===== config.mk =====
export PLATFORM = sky130hd
export DESIGN_NAME = lane_blend_unit
export DESIGN_NICKNAME = d
export VERILOG_FILES = /design/src/rtl/lane_blend_pkg.sv /design/src/rtl/blend_ctrl.sv /design/src/rtl/blend_datapath.sv /design/src/rtl/lane_blend_unit.sv
export SDC_FILE = /design/constraint.sdc
export NUM_CORES = 1
export LEC_CHECK = 0
export ABC_CLOCK_PERIOD_IN_PS = 4200
export BUFFER_PORTS_ARGS = -buffer_cell sky130_fd_sc_hd__buf_2
export CAP_MARGIN = 25
export CORE_AREA = 3 3 413 415
export DETAILED_ROUTE_END_ITERATION = 8
export DIE_AREA = 0 0 416 418
export GPL_ROUTABILITY_DRIVEN = 0
export HOLD_SLACK_MARGIN = 0.12
export PLACE_DENSITY_LB_ADDON = 0.12
export SLEW_MARGIN = 10
export SYNTH_ARGS = -nofsm -noshare
export SYNTH_HDL_FRONTEND = slang
export SYNTH_HIERARCHICAL = 1
export SYNTH_SLANG_ARGS = --single-unit

===== constraint.sdc =====
create_clock -name clk -period 4.2 [get_ports clk]
set_input_delay 0.21 -clock clk [delete_from_list [all_inputs] [get_ports clk]]
set_output_delay 0.21 -clock clk [all_outputs]
set_load 0.03 [all_outputs]

===== src/rtl/lane_blend_pkg.sv =====
package lane_blend_pkg;
  typedef enum logic [1:0] {
    MODE_LEGACY = 2'b00,
    MODE_X128   = 2'b01,
    MODE_X256   = 2'b10,
    MODE_RSVD   = 2'b11
  } blendMode_e;

  typedef enum logic [1:0] {
    UP_KEEP  = 2'b00,
    UP_ZERO  = 2'b01,
    UP_BLEND = 2'b10
  } upperAct_e;

  typedef struct packed {
    logic      capture;
    logic      writeOk;
    logic      fault;
    upperAct_e upperAct;
  } ctrlStrobe_t;
endpackage


===== src/rtl/blend_ctrl.sv =====
module blend_ctrl
  import lane_blend_pkg::*;
#(
  parameter int REG_IDX_W = 4
) (
  input  logic                 reqValid,
  input  logic [1:0]           reqMode,
  input  logic                 reqExtW,
  input  logic                 reqExtPrefix,
  input  logic                 core32,
  input  logic [7:0]           imm,
  output logic [REG_IDX_W-1:0] maskRdIdx,
  output ctrlStrobe_t          strobe
);
  localparam int TOP = REG_IDX_W - 1;

  blendMode_e mode;
  logic       badOp;
  logic [REG_IDX_W-1:0] immIdx;

  assign mode = blendMode_e'(reqMode);

  always_comb begin
    immIdx = imm[7 -: REG_IDX_W];
    if (core32) immIdx[TOP] = 1'b0;
  end

  always_comb begin
    badOp           = 1'b0;
    maskRdIdx       = immIdx;
    strobe.upperAct = UP_BLEND;
    unique case (mode)
      MODE_LEGACY: begin
        maskRdIdx       = '0;
        badOp           = reqExtPrefix;
        strobe.upperAct = UP_KEEP;
      end
      MODE_X128: begin
        badOp           = reqExtW;
        strobe.upperAct = UP_ZERO;
      end
      MODE_X256: badOp = reqExtW;
      default:   badOp = 1'b1;
    endcase
    strobe.capture = reqValid;
    strobe.fault   = badOp;
    strobe.writeOk = !badOp;
  end
endmodule


===== src/rtl/blend_datapath.sv =====
module blend_datapath
  import lane_blend_pkg::*;
#(
  parameter int LANE_W    = 32,
  parameter int LANES     = 8,
  parameter int REG_IDX_W = 4
) (
  input  logic                       clk,
  input  logic                       rst,
  input  ctrlStrobe_t                strobe,
  input  logic [LANE_W*LANES-1:0]    srcA,
  input  logic [LANE_W*LANES-1:0]    srcB,
  input  logic [LANE_W*LANES-1:0]    maskData,
  input  logic [REG_IDX_W-1:0]       dstIdx,
  output logic                       outValid,
  output logic                       outWe,
  output logic                       outFault,
  output logic [REG_IDX_W-1:0]       outDstIdx,
  output logic [LANE_W*LANES-1:0]    outData
);
  localparam int WIDTH = LANE_W * LANES;
  localparam int HALF  = LANES / 2;

  logic [WIDTH-1:0] blendNext;

  for (genvar l = 0; l < LANES; l++) begin : gLane
    logic             pickB;
    logic [LANE_W-1:0] laneA, laneB;
    assign pickB = maskData[l*LANE_W + LANE_W - 1];
    assign laneA = srcA[l*LANE_W +: LANE_W];
    assign laneB = srcB[l*LANE_W +: LANE_W];
    if (l < HALF) begin : gLow
      assign blendNext[l*LANE_W +: LANE_W] = pickB ? laneB : laneA;
    end else begin : gHigh
      always_comb begin
        unique case (strobe.upperAct)
          UP_KEEP:  blendNext[l*LANE_W +: LANE_W] = laneA;
          UP_ZERO:  blendNext[l*LANE_W +: LANE_W] = '0;
          default:  blendNext[l*LANE_W +: LANE_W] = pickB ? laneB : laneA;
        endcase
      end
    end
  end

  always_ff @(posedge clk) begin
    if (rst) begin
      outValid  <= 1'b0;
      outWe     <= 1'b0;
      outFault  <= 1'b0;
      outDstIdx <= '0;
      outData   <= '0;
    end else begin
      outValid <= strobe.capture;
      outWe    <= strobe.capture & strobe.writeOk;
      outFault <= strobe.capture & strobe.fault;
      if (strobe.capture) begin
        outDstIdx <= dstIdx;
        outData   <= blendNext;
      end
    end
  end
endmodule


===== src/rtl/lane_blend_unit.sv =====
module lane_blend_unit
  import lane_blend_pkg::*;
#(
  parameter int LANE_W    = 32,
  parameter int LANES     = 8,
  parameter int REG_IDX_W = 4
) (
  input  logic                    clk,
  input  logic                    rst,
  input  logic                    reqValid,
  input  logic [1:0]              reqMode,
  input  logic                    reqExtW,
  input  logic                    reqExtPrefix,
  input  logic                    core32,
  input  logic [7:0]              imm,
  input  logic [REG_IDX_W-1:0]    dstIdx,
  input  logic [LANE_W*LANES-1:0] srcA,
  input  logic [LANE_W*LANES-1:0] srcB,
  output logic [REG_IDX_W-1:0]    maskRdIdx,
  input  logic [LANE_W*LANES-1:0] maskRdData,
  output logic                    outValid,
  output logic                    outWe,
  output logic                    outFault,
  output logic [REG_IDX_W-1:0]    outDstIdx,
  output logic [LANE_W*LANES-1:0] outData
);
  ctrlStrobe_t strobe;

  blend_ctrl #(.REG_IDX_W(REG_IDX_W)) uCtrl (
    .reqValid(reqValid), .reqMode(reqMode), .reqExtW(reqExtW),
    .reqExtPrefix(reqExtPrefix), .core32(core32), .imm(imm),
    .maskRdIdx(maskRdIdx), .strobe(strobe)
  );

  blend_datapath #(.LANE_W(LANE_W), .LANES(LANES), .REG_IDX_W(REG_IDX_W)) uData (
    .clk(clk), .rst(rst), .strobe(strobe), .srcA(srcA), .srcB(srcB),
    .maskData(maskRdData), .dstIdx(dstIdx), .outValid(outValid),
    .outWe(outWe), .outFault(outFault), .outDstIdx(outDstIdx), .outData(outData)
  );
endmodule


* Word level (Yosys, flattened, before mapping) *
Cells that the tools add are included.

word-level totals
  bits in read-only memories = 0
  bits of input ports = 788
  memories kept = 0
  memory bits (writable) = 0
  bits in registers = 263
  output and inout bits = 267
  latch bits = 0

cells by class
  shifts and indexed selects = 0
  multiply operators = 0
  mux-type cells = 16
  bitwise operators = 2
  magnitude comparators = 0
  div/mod/pow operators = 0
  equal/unequal tests = 3
  reduce and logical (&&, ||, !) cells = 4
  add/sub/neg operators = 0

operators by type and width
  kind                count
  $mux 32             8
  $pmux 32 s2         4
  $eq 2x1->1 const B  2
  $logic_not 2->1     2
  $mux 4              1
  $pmux 2 s2          1
  $and 1x1->1         2
  $eq 2x2->1 const B  1
  $pmux 1 s2          1
  $reduce_or 2->1     1
  $logic_not 1->1     1
  $mux 1              1

* Longest topological paths before layout *
  depth after elaboration = 5
  depth in mapped cells = 9
  depth with buffers taken out = 6

* Hierarchy *
The synthesis kept the hierarchy.

by module, submodules not included
  module          instances  area an instance (um2)  cells each
  blend_datapath  1          12,832.3                1,446
  blend_ctrl      1          116.4                   14

* Least setup slack after synthesis *
No wires, ideal clock.

  path kind = input to register
  start point = in reqMode[1]
  end point = reg uData.outData[212]
  data arrival time = 1.412 ns
  stages = 9
  slack = 2.697 ns
  required time = 4.109 ns
  library setup time = 0.091 ns
  path through = inv_1 > ha_1 > nor2_1 > buf_4 > nor2_8 > buf_6 > buf_4 > nand2_1 > a311oi_1

RTL lines
  what                    RTL line               RTL
  start: declaration      lane_blend_unit.sv:11  input logic [1:0] reqMode,
  end signal: assignment  blend_datapath.sv:58   outData <= blendNext;
  end: declaration        blend_datapath.sv:19   output logic [LANE_W*LANES-1:0] outData

==> metrics.md <==
| Metric | Value |
|---|---|
| Synth Register Bits | `263` |
| First-pass GRT wire length | `117,400 µm` |
| Worst hold stages | `4` |
| Aggregate global-route resource usage | `0.09098` |
| Max VDD drop | `0.2088 mV` |
| Setup TNS | `0 ns` |
| PortBufs | `802` |
| Clock Pin Slew Worst Setup and Hold Paths | `0.05 ns` |
| Yosys cell types | `23` |
| Vias/cell | `3.161` |
| Worst Hold Class | `input pin to register` |
| TritonCTS buffer count | `43` |
| CP endpoint kind | `register` |
| Crit path max fanout | `129` |
| Sequential share of the synthesized area | `0.4066` |
| R2R Setup Slk | `2.89 ns` |
| Post-DP HPWL | `60,860 µm` |
| RSZ-0062 raised after global routing | `false` |
| Final setup viols | `0` |
| Met2 wire len | `40,740 µm` |
| DRT antenna net count | `0` |
| Met3 WL post-DR | `6871 µm` |
| Simple-gate share of the synthesized area | `0.1555` |
| Layout area overhead | `102.9%` |
| Critical Path Start Type | `input pin` |
| Most common cell after layout, fill and taps aside | `buf_2` |
| Grt ovf | `0` |
| Initial Util | `0.07752` |
| DRT met1 WL | `32,680 µm` |
| Vias | `15,760` |
| Die W | `416 µm` |
| Period utilization | `0.5154` |
| CTS tree | `done` |
| Final Max Slew Viols | `0` |
| CTS Sinks | `263` |
| XOR/XNOR share of the synthesized area | `0` |
| CTS max path bufs | `3` |
| DRC | `0` |
| Syn Nets | `2,251` |
| Syn Area/Cell | `8.869 µm²` |
| Pin count of the biggest net entering global routing | `130` |
| CTS H-Tree Depth | `2` |
| Post-synthesis mux area share | `0.2134` |
| TritonRoute pass-1 iters | `4` |
| Maxcap violations | `0` |
| Worst r2r dst | `uData/outData[165]$_SDFFE_PP0P_` |
| Latest clock arrival within the worst-skew pair | `0.60 ns` |
| Hold Violations, Final | `0` |
| Post-Synthesis Cells | `1,460` |
| Fraction of layout cells with a size suffix above 1 | `0.3524` |
| Setup Fix Bufs, Post-CTS | `0` |
| Worst hold start | `srcB[242]` |
| Die ar. | `173,900 µm²` |
| Slew @ Worst Pin | `0.9854 ns` |
| # rows | `150` |
| Worst Hold Path EP | `uData/outData[242]$_SDFFE_PP0P_` |
| Initial antenna violation count | `46` |
| Fillers | `19,240` |
| R2R cell count | `3` |
| Max Fclk | `461.9 MHz` |
| Max Clock Skew | `0 ns` |
| Adder-cell area share of the yosys netlist | `0.002899` |
| Ports | `1,055` |
| Synth Cell Area | `12,950 µm²` |
| Power per standard cell area | `331.7 nW/µm²` |
| Final #Nets | `3,529` |
| Routed len/inst | `16.61 µm` |
| WHS | `0.1898 ns` |
| Reg-to-reg startpoint | `uData/outData[165]$_SDFFE_PP0P_` |
| Core Footprint | `167,000 µm²` |
| Max transition margin | `0.3431` |
| Highest routed layer | `met5` |
| Vert. Die Dim | `418 µm` |
| Cts repair resizes | `0` |
| Post-synthesis compound-gate area fraction | `0.1625` |
| Largest family of logic cells by synthesized area | `multiplexers` |
| Vias in the first global route | `16,510` |
| Synth Warn # | `6` |
| Iter 0 DRT Violations | `498` |
| Root Buffer | `clkbuf_16` |
| Wirelength, routed | `82,830 µm` |
| Leak Pwr | `0.01161 µW` |
| Critical Path AT | `2.70 ns` |
| Final min period | `2.165 ns` |
| Status | `finished clean` |
| Critical path class | `input pin to register` |
| Highest-count cells in the layout ignoring fill and taps | `buf_2 (800), dlygate4sd3_1 (556), dfxtp_1 (263)` |
| Req. time, crit path | `4.73 ns` |
-- through the flow --
stage	setup WS, ns	instances	total power (µW)	util	instance area (µm²)
finish	2.035	4986	8716	0.1573	26280
floorplan	2.697	1460	3864	-	12950
global route	1.908	4977	9265	0.1572	26250
detailed placement	1.908	4340	4642	0.1153	19260
global placement	1.981	4340	4658	0.1153	19260
CTS	2.127	4970	9045	0.1570	26220
-- critical path: stages --
cell and delay (ns):
buf_2 0.10, inv_1 0.04, ha_1 0.35, nor2_4 0.27, buf_12 0.53, nand2_1 0.12
a311oi_1 0.29, dlygate4sd3_1 0.58
-- sequential cells by signal, indices dropped and copies added (netlist names) --
name,cells
uData/outFault,1
uData/outValid,1
uData/outWe,1
uData/outDstIdx,4
uData/outData,256
-- layer usage --
layer  vias to the layer above  track usage
li1                       7792            -
met1                      7282       0.1011
met2                       525       0.1593
met3                       135      0.03488
met4                        26      0.02869
met5                         -            0
-- logic make-up after synthesis --
group / Yosys count
simple gates: 524
compound gates: 259
fa+ha+maj: 3
mux: 260
buf+inv: 151
flops: 263
-- repair_timing --
action                                 4_1_cts  5_1_grt
setup endpoints to repair                    0        0
hold buffers                               556        0
endpoints found under the hold margin      262        0
-- cells in the mapped netlist --
| master | number | area share |
|---|---|---|
| a211oi_1 | 129 | 0.075 |
| mux2_1 | 47 | 0.041 |
| mux2i_1 | 132 | 0.10 |
| a311oi_1 | 127 | 0.086 |
| a21oi_1 | 1 | 0.00039 |
| and2b_2 | 3 | 0.0020 |
| a221oi_1 | 1 | 0.00068 |
| mux2_2 | 81 | 0.070 |
| ha_1 | 3 | 0.0029 |
| a221o_1 | 1 | 0.00077 |
| dfxtp_1 | 263 | 0.41 |
| clkbuf_1 | 40 | 0.012 |
| nor3b_1 | 2 | 0.0012 |
| nand2_1 | 254 | 0.074 |
| buf_4 | 15 | 0.0087 |
| buf_6 | 4 | 0.0035 |
| clkbuf_2 | 1 | 0.00039 |
| nor2_1 | 261 | 0.076 |
| nor2_8 | 1 | 0.0015 |
| inv_1 | 2 | 0.00058 |
| buf_2 | 89 | 0.034 |
| and2_1 | 2 | 0.00097 |
| nor2b_1 | 1 | 0.00048 |
-- worst max-delay path by stage --
stage / from / to / cells after the start
floorplan: reqMode[1] / uData/outData[212]$_SDFFE_PP0P_ / 9
finish: reqMode[0] / uData/outData[205]$_SDFFE_PP0P_ / 8
CTS: reqMode[0] / uData/outData[183]$_SDFFE_PP0P_ / 8
detailed placement: reqMode[0] / uData/outData[193]$_SDFFE_PP0P_ / 7
global placement: reqMode[0] / uData/outData[193]$_SDFFE_PP0P_ / 7
global route: reqMode[0] / uData/outData[183]$_SDFFE_PP0P_ / 8
-- report_power, final --
group	switching (µW)	total [µW]	leakage, µW	internal, µW
clock network	1480	3670	0.000676	2190
logic	1210	2260	0.00874	1050
registers	93.4	2780	0.00219	2690
total	2790	8720	0.0116	5930
-- area by class of cell --
type | instances | area, µm² | area share
timing repair buffer | 1382 | 9892 | 0.3765
tap | 2204 | 2758 | 0.1049
clock buffer | 65 | 1269 | 0.04828
sequential | 263 | 5265 | 0.2004
antenna | 15 | 37.54 | 0.001429
clock inverter | 9 | 122.6 | 0.004666
multi-input combinational | 1046 | 6925 | 0.2636
inverter | 2 | 7.507 | 0.0002857
Note: power is estimated with default switching activity, not from simulation.
